[src/rtl/bsq_pkg.sv]
package bsq_pkg;
   localparam int unsigned ADDR_W_DEF  = 19;
   localparam int unsigned BURST_W_DEF = 5;

   typedef enum logic [1:0] {
      STEP_HOLD = 2'd0,
      STEP_ADV  = 2'd1,
      STEP_LOAD = 2'd2
   } step_e;
endpackage

[src/rtl/bsq_step_decode.sv]
module bsq_step_decode
   import bsq_pkg::*;
(
   input  logic  load_i,
   input  logic  adv_i,
   output step_e step_o
);
   // load outranks advance
   always_comb begin
      if (load_i)     step_o = STEP_LOAD;
      else if (adv_i) step_o = STEP_ADV;
      else            step_o = STEP_HOLD;
   end
endmodule

[src/rtl/bsq_wrap_counter.sv]
module bsq_wrap_counter
   import bsq_pkg::*;
#(
   parameter int unsigned W = 5
) (
   input  logic         clk,
   input  logic         rst_n,
   input  step_e        step_i,
   input  logic [W-1:0] seed_i,
   output logic [W-1:0] q_o
);
   always_ff @(posedge clk) begin
      if (!rst_n) begin
         q_o <= '0;
      end else begin
         unique case (step_i)
            STEP_LOAD: q_o <= seed_i;
            STEP_ADV:  q_o <= q_o + W'(1);
            default:   q_o <= q_o;
         endcase
      end
   end
endmodule

[src/rtl/bsq_span_tracker.sv]
module bsq_span_tracker
   import bsq_pkg::*;
#(
   parameter int unsigned W = 5
) (
   input  logic  clk,
   input  logic  rst_n,
   input  step_e step_i,
   output logic  last_o
);
   logic [W-1:0] taken_q;

   always_ff @(posedge clk) begin
      if (!rst_n) begin
         taken_q <= '0;
      end else begin
         unique case (step_i)
            STEP_LOAD: taken_q <= '0;
            STEP_ADV:  taken_q <= taken_q + W'(1);
            default:   taken_q <= taken_q;
         endcase
      end
   end

   assign last_o = &taken_q;
endmodule

[src/rtl/burst_addr_seq.sv]
module burst_addr_seq
   import bsq_pkg::*;
#(
   parameter int unsigned ADDR_W  = ADDR_W_DEF,
   parameter int unsigned BURST_W = BURST_W_DEF
) (
   input  logic              clk,
   input  logic              rst_n,
   input  logic              burst_load,
   input  logic              burst_adv,
   input  logic [ADDR_W-1:0] start_addr,
   input  logic              ce_n,
   input  logic              oe_n,
   output logic [ADDR_W-1:0] rd_addr,
   output logic              burst_end_n,
   output logic              addr_valid
);
   localparam int unsigned UPPER_W = ADDR_W - BURST_W;

   if (BURST_W < 1 || BURST_W > ADDR_W) begin : g_bad_widths
      $error("burst_addr_seq: BURST_W must lie in 1..ADDR_W");
   end

   step_e              step;
   logic [BURST_W-1:0] low_q;
   logic               span_last;

   bsq_step_decode u_dec (
      .load_i (burst_load),
      .adv_i  (burst_adv),
      .step_o (step)
   );

   bsq_wrap_counter #(.W(BURST_W)) u_low (
      .clk    (clk),
      .rst_n  (rst_n),
      .step_i (step),
      .seed_i (start_addr[BURST_W-1:0]),
      .q_o    (low_q)
   );

   bsq_span_tracker #(.W(BURST_W)) u_span (
      .clk    (clk),
      .rst_n  (rst_n),
      .step_i (step),
      .last_o (span_last)
   );

   if (UPPER_W > 0) begin : g_upper
      logic [UPPER_W-1:0] upper_q;
      always_ff @(posedge clk) begin
         if (!rst_n)                upper_q <= '0;
         else if (step == STEP_LOAD) upper_q <= start_addr[ADDR_W-1:BURST_W];
      end
      assign rd_addr = {upper_q, low_q};
   end else begin : g_no_upper
      assign rd_addr = low_q;
   end

   // asynchronous enables only gate the flags
   assign addr_valid  = ~ce_n & ~oe_n;
   assign burst_end_n = ~(span_last & ~ce_n);
endmodule

[config.mk]
export PLATFORM = sky130hd
export DESIGN_NAME = burst_addr_seq
export DESIGN_NICKNAME = d
export VERILOG_FILES = /design/src/rtl/bsq_pkg.sv /design/src/rtl/bsq_step_decode.sv /design/src/rtl/bsq_wrap_counter.sv /design/src/rtl/bsq_span_tracker.sv /design/src/rtl/burst_addr_seq.sv
export SDC_FILE = /design/constraint.sdc
export NUM_CORES = 1
export LEC_CHECK = 0
export BUFFER_PORTS_ARGS = -buffer_cell sky130_fd_sc_hd__buf_2
export CORE_ASPECT_RATIO = 1.2
export CORE_MARGIN = 5
export CORE_UTILIZATION = 45
export DETAILED_ROUTE_END_ITERATION = 8
export GPL_TIMING_DRIVEN = 0
export PLACE_DENSITY = 0.74
export REMOVE_ABC_BUFFERS = 1
export SLEW_MARGIN = 40
export SYNTH_ARGS = -nofsm -noshare
export SYNTH_HDL_FRONTEND = slang
export SYNTH_SLANG_ARGS = --single-unit
[constraint.sdc]
create_clock -name clk -period 2.08 [get_ports clk]
set_input_delay 0.104 -clock clk [delete_from_list [all_inputs] [get_ports clk]]
set_output_delay 0.104 -clock clk [all_outputs]
set_load 0.02 [all_outputs]
==> impl_metrics.toml, run 1 <==
[worst_hold_path]
worstHoldEndpoint = "g_upper.upper_q[6]"
holdPathStages = 3
min_path_type = "in -> reg"
min_from = "start_addr[11]"

[pwr]
p_leak_nw = 0.6266
pwr-share-clk = 0.226
power_frac_seq = 0.600
powerDensity_mw_per_mm2 = 660.7
p_int_mw = 0.6169
peakVddDrop_v = 0.0004332
switchingPower_mw = 0.2156
switching_share = 0.2590
pwr-share-comb = 0.174

[sta]
whs_ns = 0.05241
worst_pin_slew_ns = 0.5261
post-route-min-period_ns = 1.532
skew_ns = 0.006003
finalSetupViolCount = 0
finalMaxSlewViolations = 0
finalHoldViolCount = 0
tns_ns = 0
max_clock_freq_mhz = 652.7
rsz0062_at_grt = "false"
layout_setup_ws_ns = 0.5478
fin_crit_sh = 0.7366
slew_headroom = 0.6493

[flow_run]
drv_cap = 0

[worst_setup_path]
crit_family = "adder cells"
r2r-end = "u_span.taken_q[4]"
end_kind = "output port"
crit_slowest_cell = "dfxtp_1"
slowest_delay_ns = 0.35
r2r_start = "u_span.taken_q[0]"
startpoint_type = "register"
cpMostUsedCell = "ha_1"
critPathKind = "reg -> out"
path_cells = "ha_1 > and3_1 > ha_1 > nand2b_1 > buf_2"
reg2regPathDepth = 5
critPathArrivalTime_ns = 1.43
ff2ff_setup_slack_ns = 0.79
path_max_fanout = 3
worst_ep_required_time_ns = 1.98
path_buf_inv = 1

[synthesis]
synth_warnings = 0
synth_area_leader_cell = "dfxtp_1"
synth_top_area_frac = 0.4694
synth_ff_type = "dfxtp_1"
synth_seq_cells = 24
synth_common_cells = "dfxtp_1, mux2i_1, nor2b_1"
netlist_top_cells_area = "dfxtp_1, mux2i_1, nor2b_1"
netlist_area_mm2 = 0.001023
synth_edf_count = 0
seq_area_frac_synth = 0.4694
postSynthAreaPerCell_um2 = 10.55
synth_cell_types = 20
async_reset_ff_frac = 0
synth_cells = 97
yosysMostFrequentCell = "dfxtp_1"

[clocking]
clock_path_buffers = 2
hold_buffers = 0
cts_tree = "built"
cts_sinks = 24
path_clk_slew_ns = 0.12
numCtsBuffers = 3
cts.repair.resized = 0
root_buffer = "clkbuf_4"
post_cts_buffers = 0
cts_htree_levels = 1
clkLatencyLatePin_ns = 0.30

[placement]
io_buffers = 45
hpwl_um = 1482
postPlaceCellArea_mm2 = 0.001237
post-place-ws_ns = 0.7991
dpl.cell_count = 168
gp_congestion = 0.7369

[floorplanning]
dieArea_mm2 = 0.003332
die_w_um = 53.54
io_pins = 46
core_mm2 = 0.002235
initial_core_util = 0.4580
rows = 19
die_h_um = 62.24

[layout]
stdcell_area_mm2 = 0.001260
fillCellCount = 230
antenna_cells = 0
fin_cells = 171
drive_above_1_share = 0.3571
syn_to_final_growth_pct = 23.11
final_nets = 170

[route]
drc = 0
first_pass_iters = 4
via_per_inst = 4.515
vias = 772
wire_per_inst_um = 11.13
drtIter0Drc = 4
postRouteWirelength_um = 1904
drtAntennaViolNets = 0

[status]
status = "finished, final reports clean"

[global_route]
antenna_found_initial = 0
grt_pass1_vias = 809
grt_usage = 0.1224
grt_max_degree = 21
grt_first_pass_wirelength_um = 3215
grt-ovfl-total = 0
worst reg2reg max path, stage by stage, from the launching register on:
cell and delay [ns]:
dfxtp_1 0.35, ha_1 0.21, and3_1 0.18, ha_1 0.26, mux2i_1 0.13, nor2_1 0.05
cell type report:
| cell class | count | area (µm²) | area share |
|---|---|---|---|
| Multi-Input combinational cell | 67 | 484.2 | 0.3843 |
| Sequential cell | 24 | 480.5 | 0.3813 |
| Timing Repair Buffer | 45 | 225.2 | 0.1787 |
| Tap cell | 31 | 38.79 | 0.03078 |
| Clock buffer | 3 | 22.52 | 0.01787 |
| Inverter | 1 | 8.758 | 0.006951 |
power by group through the flow:
stage	sequential [mW]	clock [mW]	combinational (mW)
after floorplan	0.537	0	0.0512
after global placement	0.509	0	0.143
after detailed placement	0.510	0	0.147
after CTS	0.500	0.195	0.147
after global routing	0.504	0.222	0.161
final	0.500	0.188	0.145
routing by layer:
layer  wire length (µm)  GRT usage  up-vias
met5                  0          0        -
met2                870     0.1917       31
met3                152    0.03589        2
li1                   -          -      408
met4                  6    0.03834        0
met1                874     0.1580      331
flip-flops by register name, indices dropped and copies added, names as in the netlist:
signal	flops
g_upper.upper_q	14
u_low.q_o	5
u_span.taken_q	5
placed cells by master, fill, tap and decap left out:
cell	instances
and3_1	1
mux2i_1	17
buf_2	45
nand2_1	4
xnor2_1	2
clkbuf_4	3
xor2_1	5
dfxtp_1	24
o21ai_0	4
and2_1	2
inv_6	1
nor2b_1	14
nand2_2	1
nand4_1	3
nand2b_1	1
ha_1	3
o21ai_1	1
nor2_1	6
a21oi_1	3
cell families (layout without fill, tap and decap cells):
logic type               after synthesis  after routing  synth area share
flip-flops                            24             24            0.4694
multiplexers                          17             17            0.1663
buffers and inverters                  6             49           0.05746
XOR/XNOR                               7              7           0.05990
AO/OA/AOI/OAI                          8              8           0.03911
AND/OR/NAND/NOR                       32             32            0.1712
adder cells (fa/ha/maj)                3              3           0.03668
per-stage QoR:
step	util	power, mW
after CTS	0.5638	0.8419
after floorplan	-	0.5885
after global routing	0.5638	0.8872
final	0.5638	0.8325
after detailed placement	0.5538	0.6567
after global placement	0.5538	0.6522
worst max-delay path by stage:
stage	endpoint	from	cells after the start	slack, ns
final	burst_end_n	u_span.taken_q[0]	5	0.55
after global routing	burst_end_n	u_span.taken_q[0]	5	0.45
after CTS	burst_end_n	u_span.taken_q[0]	5	0.52
after detailed placement	u_span.taken_q[4]	u_span.taken_q[0]	5	0.80
after global placement	u_span.taken_q[4]	u_span.taken_q[0]	5	0.84
after floorplan	u_span.taken_q[4]	u_span.taken_q[0]	5	0.87
No activity file was read; power rests on OpenSTA's default activity.
==> inputs of run 2 (changes only) <==
- clock period: 2.08 -> 1.46 ns (I/O delays scaled with it)
==> run 2 against run 1 <==
Compared with the run above: setup slack lost 0.50 ns; non-clock buffer count increased by 1; critical path depth is the same; flip-flop and latch count is the same; clock power increased by 43%; register-to-register slack got worse by 0.51 ns; cell area rose by 3.9%; critical path type unchanged; largest cell class unchanged; largest power group unchanged.
==> impl_metrics.toml, run 2 (same netlist as run 1, synthesis figures left out) <==
[route]
via_per_inst = 4.564
vias = 785
postRouteWirelength_um = 1965
first_pass_iters = 2
drtAntennaViolNets = 0
drc = 0
wire_per_inst_um = 11.42
drtIter0Drc = 4

[floorplanning]
initial_core_util = 0.4580
die_h_um = 62.24
io_pins = 46
core_mm2 = 0.002235
die_w_um = 53.54
rows = 19
dieArea_mm2 = 0.003332

[placement]
dpl.cell_count = 168
hpwl_um = 1482
io_buffers = 45
gp_congestion = 0.7369

[layout]
largest_reg_flops = 14
fillCellCount = 220
drive_above_1_share = 0.3972
layout_commonest_cell = "buf_2"
largestRegisters = "g_upper.upper_q x14, u_low.q_o x5, u_span.taken_q x5"
final_nets = 171
final_core_utilization = 0.5857
fin_cells = 172
top_register = "g_upper.upper_q"
syn_to_final_growth_pct = 27.87
antenna_cells = 0
mostFrequentLayoutCells = "buf_2, dfxtp_1, mux2i_1"

[sta]
finalMaxSlewViolations = 0
fin_crit_sh = 0.9680
max_clock_freq_mhz = 707.6
worst_pin_slew_ns = 0.5280
finalSetupViolCount = 0
skew_ns = 0.003254
finalHoldViolCount = 0
tns_ns = 0
rsz0062_at_grt = "true"
slew_headroom = 0.6480
post-route-min-period_ns = 1.413

[pwr]
p_leak_nw = 0.6292
power.total_mw = 1.188
powerDensity_mw_per_mm2 = 908.1
peakVddDrop_v = 0.0006215

[clocking]
numCtsBuffers = 3
path_clk_slew_ns = 0.12
root_buffer = "clkbuf_4"
hold_buffers = 0
cts_sinks = 24
clkLatencyLatePin_ns = 0.30
clock_path_buffers = 2
cts_tree = "built"
cts_htree_levels = 1

[global_route]
grt_first_pass_wirelength_um = 3243
grt_usage = 0.1233
antenna_found_initial = 0
grt_pass1_vias = 814
grt-ovfl-total = 0
grt_max_degree = 21

[status]
status = "finished, final reports clean"

[worst_setup_path]
startpoint_type = "register"
worst_ep_required_time_ns = 1.39
path_max_fanout = 3
critPathArrivalTime_ns = 1.34
critPathKind = "reg -> out"
end_kind = "output port"

[worst_hold_path]
min_path_type = "in -> reg"

[flow_run]
drv_cap = 0
==> run 2: final cells by class <==
type,count,area [µm²],area share
Multi-Input combinational cell,67,514.2,0.3929
Sequential cell,24,485.5,0.3709
Inverter,1,8.758,0.006692
Timing Repair Buffer,46,239.0,0.1826
Clock buffer,3,22.52,0.01721
Tap cell,31,38.79,0.02964
==> run 2: layer usage <==
metal  wire [µm]  global-route usage
met1         911              0.1580
met2         890              0.1948
met3         157             0.03589
met4           6             0.03834
met5           0                   0
==> run 2: timing repair <==
action                                  in CTS  in global routing
gates resized for setup                      5                  5
endpoints found under the setup margin       1                  1
setup buffers                                1                  0
pin swaps                                    0                  1
==> run 2: worst max-delay path, cell delays in order (launching register included) <==
cell      delay (ns)
dfxtp_4         0.38
ha_4            0.16
and3_4          0.18
ha_4            0.15
nand2b_1        0.07
buf_6           0.12
==> run 2: per-stage QoR <==
| step | setup slack, ns | hold WS, ns | area (µm²) |
|---|---|---|---|
| 3_3_place_gp | 0.2151 | 0.3293 | 1237 |
| 4_1_cts | 0.01146 | 0.01171 | 1279 |
| 5_1_grt | -0.02345 | 0.01200 | 1309 |
| 2_1_floorplan | 0.2472 | 0.1947 | 973.4 |
| 3_5_place_dp | 0.1791 | 0.3329 | 1237 |
| 6_report | 0.04672 | 0.02284 | 1309 |
==> run 2: path summary, 6_finish.rpt <==
kind / start / cells past startpoint / end / slack [ns]
worst max-delay path: u_span.taken_q[1] / 5 / burst_end_n / 0.05
worst min-delay path: start_addr[11] / 3 / g_upper.upper_q[6] / 0.02
worst max register to register: u_span.taken_q[1] / 5 / u_span.taken_q[4] / 0.28
worst min register to register: g_upper.upper_q[6] / 2 / g_upper.upper_q[6] / 0.53
==> run 2: power by group <==
part | leakage, nW | switching [mW] | internal (mW) | total, mW
clock | 0.0138 | 0.172 | 0.0960 | 0.268
sequential | 0.199 | 0.0225 | 0.688 | 0.711
combinational | 0.417 | 0.114 | 0.0954 | 0.210
total | 0.629 | 0.309 | 0.880 | 1.19
